<file path="config.mk">
export PLATFORM = sky130hd
export DESIGN_NAME = pump_dryrun_supervisor
export DESIGN_NICKNAME = d
export VERILOG_FILES = /design/src/rtl/psv_pkg.sv /design/src/rtl/psv_timer.sv /design/src/rtl/psv_tries.sv /design/src/rtl/pump_dryrun_supervisor.sv
export SDC_FILE = /design/constraint.sdc
export NUM_CORES = 1
export LEC_CHECK = 0
export BUFFER_PORTS_ARGS = -buffer_cell sky130_fd_sc_hd__buf_4
export CORE_MARGIN = 2
export CORE_UTILIZATION = 47
export DETAILED_ROUTE_END_ITERATION = 10
export GPL_TIMING_DRIVEN = 1
export PLACE_DENSITY = 0.66
export SLEW_MARGIN = 20
export SYNTH_ARGS = -nofsm -noshare
export SYNTH_HDL_FRONTEND = slang
export SYNTH_SLANG_ARGS = --single-unit
</file>
<file path="constraint.sdc">
create_clock -name clk -period 2 [get_ports clk]
set_clock_uncertainty 0.1 [all_clocks]
set_input_delay 0 -clock clk [delete_from_list [all_inputs] [get_ports clk]]
set_output_delay 0 -clock clk [all_outputs]
set_load 0.005 [all_outputs]
</file>
<file path="src/rtl/psv_pkg.sv">
// Shared types for the pump dry-run retry supervisor.
// Assumes: one state register in the top module uses this encoding.
package psv_pkg;

    typedef enum logic [2:0] {
        PS_IDLE  = 3'd0,  // motor off, no demand
        PS_PRIME = 3'd1,  // motor on, waiting for flow
        PS_RUN   = 3'd2,  // motor on, flow confirmed
        PS_PAUSE = 3'd3,  // motor off between attempts
        PS_FAULT = 3'd4   // latched failure, alarm on
    } psv_state_e;

endpackage

</file>
<file path="src/rtl/psv_timer.sv">
// Up-counter for the no-flow window and the rest interval.
// Counts one per clock unless cleared and saturates at all ones.
// Assumes: the owner clears it on every state change.
module psv_timer #(
    parameter int unsigned W = 8
) (
    input  logic         clk,
    input  logic         rst_n,
    input  logic         clr,
    output logic [W-1:0] count
);

    // Advance the count, or clear it on reset or on request.
    always_ff @(posedge clk) begin
        if (!rst_n || clr) begin
            count <= '0;
        end else if (count != {W{1'b1}}) begin
            count <= count + 1'b1;
        end
    end

endmodule

</file>
<file path="src/rtl/psv_tries.sv">
// Consecutive failed-start counter.
// Flags the attempt that would be the last one allowed.
// Assumes: inc pulses once per failed window, and clr wins over inc.
module psv_tries #(
    parameter int unsigned MAX_TRIES = 3,
    parameter int unsigned W         = 2
) (
    input  logic clk,
    input  logic rst_n,
    input  logic clr,
    input  logic inc,
    output logic last
);

    logic [W-1:0] tries_q;

    // Hold the number of failed starts since the last success or clear.
    always_ff @(posedge clk) begin
        if (!rst_n || clr) begin
            tries_q <= '0;
        end else if (inc) begin
            tries_q <= tries_q + 1'b1;
        end
    end

    // The next failure is the final one.
    assign last = (tries_q == W'(MAX_TRIES - 1));

endmodule

</file>
<file path="src/rtl/pump_dryrun_supervisor.sv">
// Pump dry-run retry supervisor.
// Starts the motor on demand and requires flow within DRY_CYCLES.
// On no flow it stops the motor, rests for PAUSE_CYCLES and retries.
// After MAX_TRIES consecutive failures it latches fault and alarm.
// Assumes: run_req, flow_ok and fault_clr are already synchronised.
module pump_dryrun_supervisor #(
    parameter int unsigned DRY_CYCLES   = 1_875_000_000,
    parameter int unsigned PAUSE_CYCLES = 1_250_000_000,
    parameter int unsigned MAX_TRIES    = 3
) (
    input  logic clk,
    input  logic rst_n,
    input  logic run_req,
    input  logic flow_ok,
    input  logic fault_clr,
    output logic motor_en,
    output logic running,
    output logic fault,
    output logic alarm_en
);
    import psv_pkg::*;

    localparam int unsigned LONGEST = (DRY_CYCLES > PAUSE_CYCLES) ? DRY_CYCLES : PAUSE_CYCLES;
    localparam int unsigned TW      = $clog2(LONGEST + 1);
    localparam int unsigned NW      = $clog2(MAX_TRIES + 1);

    psv_state_e    st_q, st_d;
    logic [TW-1:0] tmr;
    logic          tmr_clr;
    logic          tries_clr, tries_inc, tries_last;
    logic          dry_expired, pause_expired;

    // Terminal counts for the two intervals.
    assign dry_expired   = (st_q == PS_PRIME) && (tmr == TW'(DRY_CYCLES - 1));
    assign pause_expired = (st_q == PS_PAUSE) && (tmr == TW'(PAUSE_CYCLES - 1));

    // Next-state logic: clear, then fault hold, then demand, then the sequence.
    always_comb begin
        st_d      = st_q;
        tries_clr = 1'b0;
        tries_inc = 1'b0;
        if (fault_clr) begin
            st_d      = PS_IDLE;
            tries_clr = 1'b1;
        end else if (st_q == PS_FAULT) begin
            st_d = PS_FAULT;
        end else if (!run_req) begin
            st_d      = PS_IDLE;
            tries_clr = 1'b1;
        end else begin
            case (st_q)
                PS_IDLE:  st_d = PS_PRIME;
                PS_PRIME: begin
                    if (flow_ok) begin
                        st_d      = PS_RUN;
                        tries_clr = 1'b1;
                    end else if (dry_expired) begin
                        tries_inc = 1'b1;
                        st_d      = tries_last ? PS_FAULT : PS_PAUSE;
                    end
                end
                PS_RUN:   if (!flow_ok) st_d = PS_PRIME;
                PS_PAUSE: if (pause_expired) st_d = PS_PRIME;
                default:  st_d = PS_IDLE;
            endcase
        end
    end

    // State register.
    always_ff @(posedge clk) begin
        if (!rst_n) begin
            st_q <= PS_IDLE;
        end else begin
            st_q <= st_d;
        end
    end

    // The timer restarts on every transition and rests outside the timed states.
    assign tmr_clr = (st_d != st_q) || !((st_q == PS_PRIME) || (st_q == PS_PAUSE));

    psv_timer #(.W(TW)) u_timer (
        .clk   (clk),
        .rst_n (rst_n),
        .clr   (tmr_clr),
        .count (tmr)
    );

    psv_tries #(.MAX_TRIES(MAX_TRIES), .W(NW)) u_tries (
        .clk   (clk),
        .rst_n (rst_n),
        .clr   (tries_clr),
        .inc   (tries_inc),
        .last  (tries_last)
    );

    // Output decode from the registered state.
    assign motor_en = (st_q == PS_PRIME) || (st_q == PS_RUN);
    assign running  = (st_q == PS_RUN);
    assign fault    = (st_q == PS_FAULT);
    assign alarm_en = (st_q == PS_FAULT);

endmodule

</file>
==> results.toml, run 1 <==
[outcome]
run_status = "finished with violations"
violated_checks = "negative setup slack"

[timing]
setup_viol = 34
fmax_mhz = 444
final.min_clock_period_ns = 2.25
report.final.slew_viol_count = 0
setup_ws_ns = -0.253
timing.final.crit_share = 1.13
max_slew.worst_pin.slew_ns = 0.396
worst_slew_margin_relative_to_its_limit = 0.734
finalHoldViolCount = 0
unrepaired_setup_endpoints_after_global_routing = "true"

[logic_synthesis]
average_cell_area_after_synthesis_sq_um = 8.01
synthDistinctLibCells = 47
post_synth_instance_area_sq_mm = 0.00196
synthArstFlopShare = 0
post_synth_inst_count = 244
postSynthRegisterBits = 36
syn-num-nets = 251
yosys_warnings = 0
synth-seq-area-share = 0.369
synth-edff-count = 0
synth_flop_cell = "sky130_fd_sc_hd__dfxtp_1"

[cells_and_area]
area_used_by_multi_input_combinational_logic_sq_mm = 0.00133
post_route_cells_drive_above_1_share = 0.398
sequential_cell_area_sq_um = 736
fill_cells = 313
layout.cell_area.non_filler_sq_mm = 0.00288
syn2layout_area_growth_pct = 47.2
insertedDiodeCount = 0
layout_commonest_cell = "sky130_fd_sc_hd__buf_4"
fin_util = 0.720
nNetsFinal = 330
most-common-layout-cells = "sky130_fd_sc_hd__buf_4, sky130_fd_sc_hd__nor2_1, sky130_fd_sc_hd__dfxtp_1, sky130_fd_sc_hd__nand2_1, sky130_fd_sc_hd__xnor2_1"

[die]
core_area_sq_mm = 0.00400
io_pins = 9
dieWidth_um = 68.5
chipHeight_um = 68.5
placement_rows = 23
start_util = 0.489
die-area_sq_mm = 0.00469

[grt]
grt_overflow = 0
global_route_wire_length_before_repair_mm = 8.49
first_global_vias = 1855
largest_net_degree_at_the_start_of_global_routing = 12
grt_use_total = 0.246
antenna_found_initial = 0

[worst_setup_path]
cp_data_required_time_ns = 2.09
endpoint_kind = "register"
path_cells = "or4_4 -> nor4_4 -> nand2_2 -> o21ai_2 -> o21bai_4 -> buf_6 -> nor2_1"
crit_arrival_ns = 2.34
cp_num_buf_inv = 1
critical_path_class = "reg -> reg"
cp_top_family = "simple AND/OR/NAND/NOR gates"
setup.reg_to_reg.worst_slack_ns = -0.25
slowest_stage = "sky130_fd_sc_hd__or4_4"
cp_slowest_stage_delay_ns = 0.55
crit_fanout = 6
critical_path.startpoint_type = "register"

[place]
pre_cts_ws_ns = -0.284
buffer_ports.inserted = 8
place.detailed.hpwl_mm = 3.69
dpl_cell_area_sq_mm = 0.00249
finalWeightedCongestion = 0.822

[cts]
cts_buffer_depth = 2
cts_num_sinks = 36
cts_tree = "done"
htree_num_levels = 2
clockRootBuffer = "sky130_fd_sc_hd__clkbuf_8"
clk_pin_slew_worst_paths_ns = 0.08
cts-buffers-inserted = 5
clk_latency_ns = 0.29

[power_and_ir_drop]
power-per-cell-area_mw_per_mm2 = 452
p_leak_uw = 0.00101
power.ir.vdd_worst_mv = 0.399

[detailed_routing]
detail_route.drc_violations = 0
drt_iter0_markers = 147
postRouteWirelength_mm = 5.79
via_count = 2044
dr.pass1.iters = 5
vias_per_cell = 5.47
wire_per_inst_um = 15.5
postRouteAntennaNets = 0

[flow_run]
maxCapViolCount = 0

[hold_path]
worst_hold_path_type = "in -> reg"
layer usage:
layer  global-route usage  routed length [um]  vias up
met1                0.308                2410      953
li1                     -                   -     1005
met2                0.406                2860       66
met3               0.0617                 346       20
met4               0.0925                 166        0
met5                    0                   0        -
power by group:
part | switching (uW) | internal (uW) | leakage, uW
logic | 18.8 | 19.5 | 0.000661
clock network | 271 | 275 | 0.0000510
registers | 1.09 | 717 | 0.000296
Yosys cell counts, types with 2 or more instances:
library cell | count | area, sq um
sky130_fd_sc_hd__or2_1 | 2 | 12.5
sky130_fd_sc_hd__and4_1 | 3 | 26.3
sky130_fd_sc_hd__nand4b_1 | 3 | 26.3
sky130_fd_sc_hd__nand4_1 | 8 | 50.1
sky130_fd_sc_hd__nand2_1 | 20 | 75.1
sky130_fd_sc_hd__o21a_1 | 2 | 15.0
sky130_fd_sc_hd__o21ai_0 | 6 | 30.0
sky130_fd_sc_hd__nand3_1 | 9 | 45.0
sky130_fd_sc_hd__dfxtp_1 | 36 | 721
sky130_fd_sc_hd__nor4_1 | 8 | 50.1
sky130_fd_sc_hd__a21oi_1 | 6 | 30.0
sky130_fd_sc_hd__ha_1 | 2 | 25.0
sky130_fd_sc_hd__nor3b_1 | 2 | 15.0
sky130_fd_sc_hd__clkbuf_1 | 4 | 15.0
sky130_fd_sc_hd__nand2b_1 | 3 | 18.8
sky130_fd_sc_hd__mux2i_1 | 2 | 20.0
sky130_fd_sc_hd__and3_1 | 2 | 12.5
sky130_fd_sc_hd__or3_1 | 4 | 25.0
sky130_fd_sc_hd__nor2_1 | 47 | 176
sky130_fd_sc_hd__nor3_1 | 10 | 50.1
sky130_fd_sc_hd__o2111ai_1 | 2 | 17.5
sky130_fd_sc_hd__xnor2_1 | 17 | 149
sky130_fd_sc_hd__buf_2 | 3 | 15.0
sky130_fd_sc_hd__xor2_1 | 10 | 87.6
sky130_fd_sc_hd__inv_1 | 10 | 37.5
sky130_fd_sc_hd__or4_1 | 2 | 15.0
worst paths after layout:
path | from | endpoint | depth (start not counted)
worst max register to register | u_timer.count[21]$_SDFFE_PP0P_ | u_timer.count[25]$_SDFFE_PP0P_ | 7
worst min-delay path | run_req | u_tries.tries_q[1]$_SDFFE_PP0P_ | 4
worst max-delay path | u_timer.count[21]$_SDFFE_PP0P_ | u_timer.count[25]$_SDFFE_PP0P_ | 7
worst min register to register | u_tries.tries_q[1]$_SDFFE_PP0P_ | u_tries.tries_q[1]$_SDFFE_PP0P_ | 2
metrics by stage:
step / std cells / power [uW] / hold slack (ns) / TNS, ns
after floorplan: 244 / 750 / 0.0175 / -1.12
final: 374 / 1300 / 0.0276 / -6.42
after global routing: 374 / 1340 / 0.0742 / -8.48
after detailed placement: 350 / 766 / 0.125 / -6.84
after global placement: 350 / 766 / 0.118 / -5.83
after CTS: 368 / 1310 / 0.0241 / -5.34
final cells by class:
cell class | instances | share of cell area
clock inverter | 2 | 0.00348
multi-input combinational | 191 | 0.463
sequential | 36 | 0.256
clock buffer | 6 | 0.0287
inverter | 10 | 0.0130
timing repair buffer | 79 | 0.214
tap | 50 | 0.0217
sequential cells by signal (all words and copies together) (netlist names):
name             cells
st_q                 3
u_timer.count       31
u_tries.tries_q      2
cell families after synthesis:
kind of cell | share of synthesized area
mux | 0.0102
fa+ha+maj | 0.0128
flops | 0.369
simple gates | 0.367
compound gates | 0.0819
buf+inv | 0.0384
xor+xnor | 0.121
repair_timing:
action / 4_1_cts / 5_1_grt
hold buffers: 3 / 0
endpoints found under the hold margin: 3 / 0
pin swaps: 10 / 13
cloned: 1 / 2
resized for setup: 21 / 22
endpoints found under the setup margin: 33 / 36
setup buffers: 6 / 8
worst reg2reg max path: cells and delay by family, from the launching register on:
kind / cells / cell delay [ns]
flops: 1 / 0.32
compound gates: 2 / 0.45
buf+inv: 1 / 0.18
simple gates: 4 / 1.09
(Power assumes the default switching activity.)
==> run 2: changes to the inputs <==
- REMOVE_ABC_BUFFERS: default -> 1
==> run 2 against run 1 <==
  * The run still ends with negative setup slack left
  * Utilization is 0.50 points lower
  * Final cell count fell by 0.80%
  * Sequential power hardly changed
  * First-iteration DRC count is 10% higher
  * Critical path depth is 1 higher
  * Count of clock-buffer cells in the layout grew 2
  * Worst hold slack better by 0.014 ns
  * Critical path type unchanged
  * Highest routed layer unchanged
==> results.toml, run 2 (synthesized netlist as in run 1, its figures left out) <==
[timing]
fmax_mhz = 437
max_slew.worst_pin.slew_ns = 0.433
worst_slew_margin_relative_to_its_limit = 0.709
report.final.slew_viol_count = 0
fin_worst_hold_slack_ns = 0.0414
timing.final.crit_share = 1.14
finalHoldViolCount = 0
unrepaired_setup_endpoints_after_global_routing = "true"
setup_ws_ns = -0.286
final.min_clock_period_ns = 2.29
setup_viol = 34

[cts]
clk_pin_slew_worst_paths_ns = 0.07
htree_num_levels = 2
cts_num_sinks = 36
cts_tree = "done"
cts-buffers-inserted = 5
cts_buffer_depth = 2
clockRootBuffer = "sky130_fd_sc_hd__clkbuf_8"
clk_latency_ns = 0.29

[cells_and_area]
stdcell_count = 371
largest_register_ff_count = 31
layout.cell_area.non_filler_sq_mm = 0.00286
layout_commonest_cell = "sky130_fd_sc_hd__buf_4"
nNetsFinal = 327
most-common-layout-cells = "sky130_fd_sc_hd__buf_4, sky130_fd_sc_hd__nor2_1, sky130_fd_sc_hd__dfxtp_1, sky130_fd_sc_hd__nand2_1, sky130_fd_sc_hd__xnor2_1"
insertedDiodeCount = 0
fill_cells = 271
largestRegisters = "u_timer.count x31, st_q x3, u_tries.tries_q x2"
syn2layout_area_growth_pct = 46.2
largest_register = "u_timer.count"
post_route_cells_drive_above_1_share = 0.377
area_used_by_multi_input_combinational_logic_sq_mm = 0.00132
sequential_cell_area_sq_um = 734

[hold_path]
hold_start = "run_req"
worst_hold_path_type = "in -> reg"

[power_and_ir_drop]
switching_share = 0.212
power-per-cell-area_mw_per_mm2 = 452
power.ir.vdd_worst_mv = 0.416
power.sequential.fraction = 0.555
pwr-share-clk = 0.414
pint_uw = 1020
net-switching-power_uw = 274
comb_power_share = 0.031
p_leak_uw = 0.000977

[detailed_routing]
wire_per_inst_um = 15.2
vias_per_cell = 5.54
drt_iter0_markers = 162
via_count = 2056
dr.pass1.iters = 4
postRouteWirelength_mm = 5.62
postRouteAntennaNets = 0
detail_route.drc_violations = 0

[place]
place.detailed.hpwl_mm = 3.77
dpl.cell_count = 350
dpl_cell_area_sq_mm = 0.00246
buffer_ports.inserted = 8
finalWeightedCongestion = 0.857

[die]
chipHeight_um = 68.5
die-area_sq_mm = 0.00469
dieWidth_um = 68.5
placement_rows = 23
io_pins = 9
start_util = 0.489
core_area_sq_mm = 0.00400

[worst_setup_path]
r2r-start = "u_timer.count[15]$_SDFFE_PP0P_"
critical_path_class = "reg -> reg"
endpoint_kind = "register"
slowest_stage = "sky130_fd_sc_hd__or4b_4"
critical_path.startpoint_type = "register"
cp_num_buf_inv = 2
cp_top_family = "simple AND/OR/NAND/NOR gates"
timing.critical_path.from = "u_timer.count[15]$_SDFFE_PP0P_"
path_cells = "or4b_4 -> nor4_4 -> a31oi_2 -> o21a_1 -> buf_4 -> buf_6 -> nor2_4 -> nor3_1"
cp_slowest_stage_delay_ns = 0.54
cp_data_required_time_ns = 2.09
crit_arrival_ns = 2.37
crit_fanout = 3

[grt]
grt_use_total = 0.253
grt_overflow = 0
global_route_wire_length_before_repair_mm = 8.71
antenna_found_initial = 0
first_global_vias = 1900
largest_net_degree_at_the_start_of_global_routing = 12

[outcome]
violated_checks = "negative setup slack"
run_status = "finished with violations"

[flow_run]
maxCapViolCount = 0
[run 2: changes by cell type in the layout (fill, tap and decap cells not counted), moves of 3 or more]
cell                      change
sky130_fd_sc_hd__nor3_1       -3
sky130_fd_sc_hd__buf_4        -5
sky130_fd_sc_hd__nor2_1       +9
sky130_fd_sc_hd__dfxtp_2      -4
sky130_fd_sc_hd__nor3_2       +3
sky130_fd_sc_hd__buf_6        +3
sky130_fd_sc_hd__dfxtp_1      +3
sky130_fd_sc_hd__nor2_2       -7
[run 2: what timing repair did]
item                                    CTS  global route
buffers inserted                          1             6
endpoints found under the setup margin   33            34
cloned                                    1             2
pin swaps                                 4            20
hold endpoints to repair                  2             0
gates resized for setup                  13            40
hold buffers                              3             0
[run 2: per-stage QoR]
step | util | power (uW) | setup WS (ns) | setup TNS (ns)
after floorplan | - | 749 | -0.601 | -13.33
after global placement | 0.615 | 766 | -0.165 | -3.69
after detailed placement | 0.615 | 766 | -0.233 | -5.37
after CTS | 0.660 | 1300 | -0.234 | -5.03
after global routing | 0.715 | 1340 | -0.365 | -9.40
final | 0.715 | 1290 | -0.286 | -6.86
[run 2: path summary, 6_finish.rpt]
path | endpoint | slack (ns) | cells after the start
worst max-delay path | u_timer.count[1]$_SDFFE_PP0P_ | -0.29 | 8
worst min-delay path | u_tries.tries_q[1]$_SDFFE_PP0P_ | 0.04 | 4
worst max register to register | u_timer.count[1]$_SDFFE_PP0P_ | -0.29 | 8
worst min register to register | u_tries.tries_q[1]$_SDFFE_PP0P_ | 0.37 | 2
[run 2: power by group through the flow]
stage	Sequential, uW	Clock, uW	Combinational (uW)
floorplan	736	0	13.2
global placement	735	0	30.7
detailed placement	735	0	31.1
CTS	718	544	37.2
global route	717	578	44.5
finish	717	534	40.4
[run 2: cell type report]
cell class | instances | share of cell area
well taps | 50 | 0.0219
multi-input cells | 190 | 0.462
repair buffers | 77 | 0.214
clock buffers | 8 | 0.0315
flip-flops and latches | 36 | 0.257
inverters | 10 | 0.0131
[run 2: worst reg2reg max path: stages, from the launching register on]
cell and delay [ns]:
sky130_fd_sc_hd__dfxtp_2 0.33, sky130_fd_sc_hd__or4b_4 0.54, sky130_fd_sc_hd__nor4_4 0.41, sky130_fd_sc_hd__a31oi_2 0.16, sky130_fd_sc_hd__o21a_1 0.23, sky130_fd_sc_hd__buf_4 0.15
sky130_fd_sc_hd__buf_6 0.11, sky130_fd_sc_hd__nor2_4 0.10, sky130_fd_sc_hd__nor3_1 0.05
[run 2: routing by layer]
| metal | track usage | up-vias | part of all wire |
|---|---|---|---|
| li1 | - | 1004 | - |
| met1 | 0.316 | 969 | 0.43 |
| met2 | 0.422 | 70 | 0.49 |
| met3 | 0.0552 | 13 | 0.059 |
| met4 | 0.103 | 0 | 0.024 |
| met5 | 0 | - | 0 |
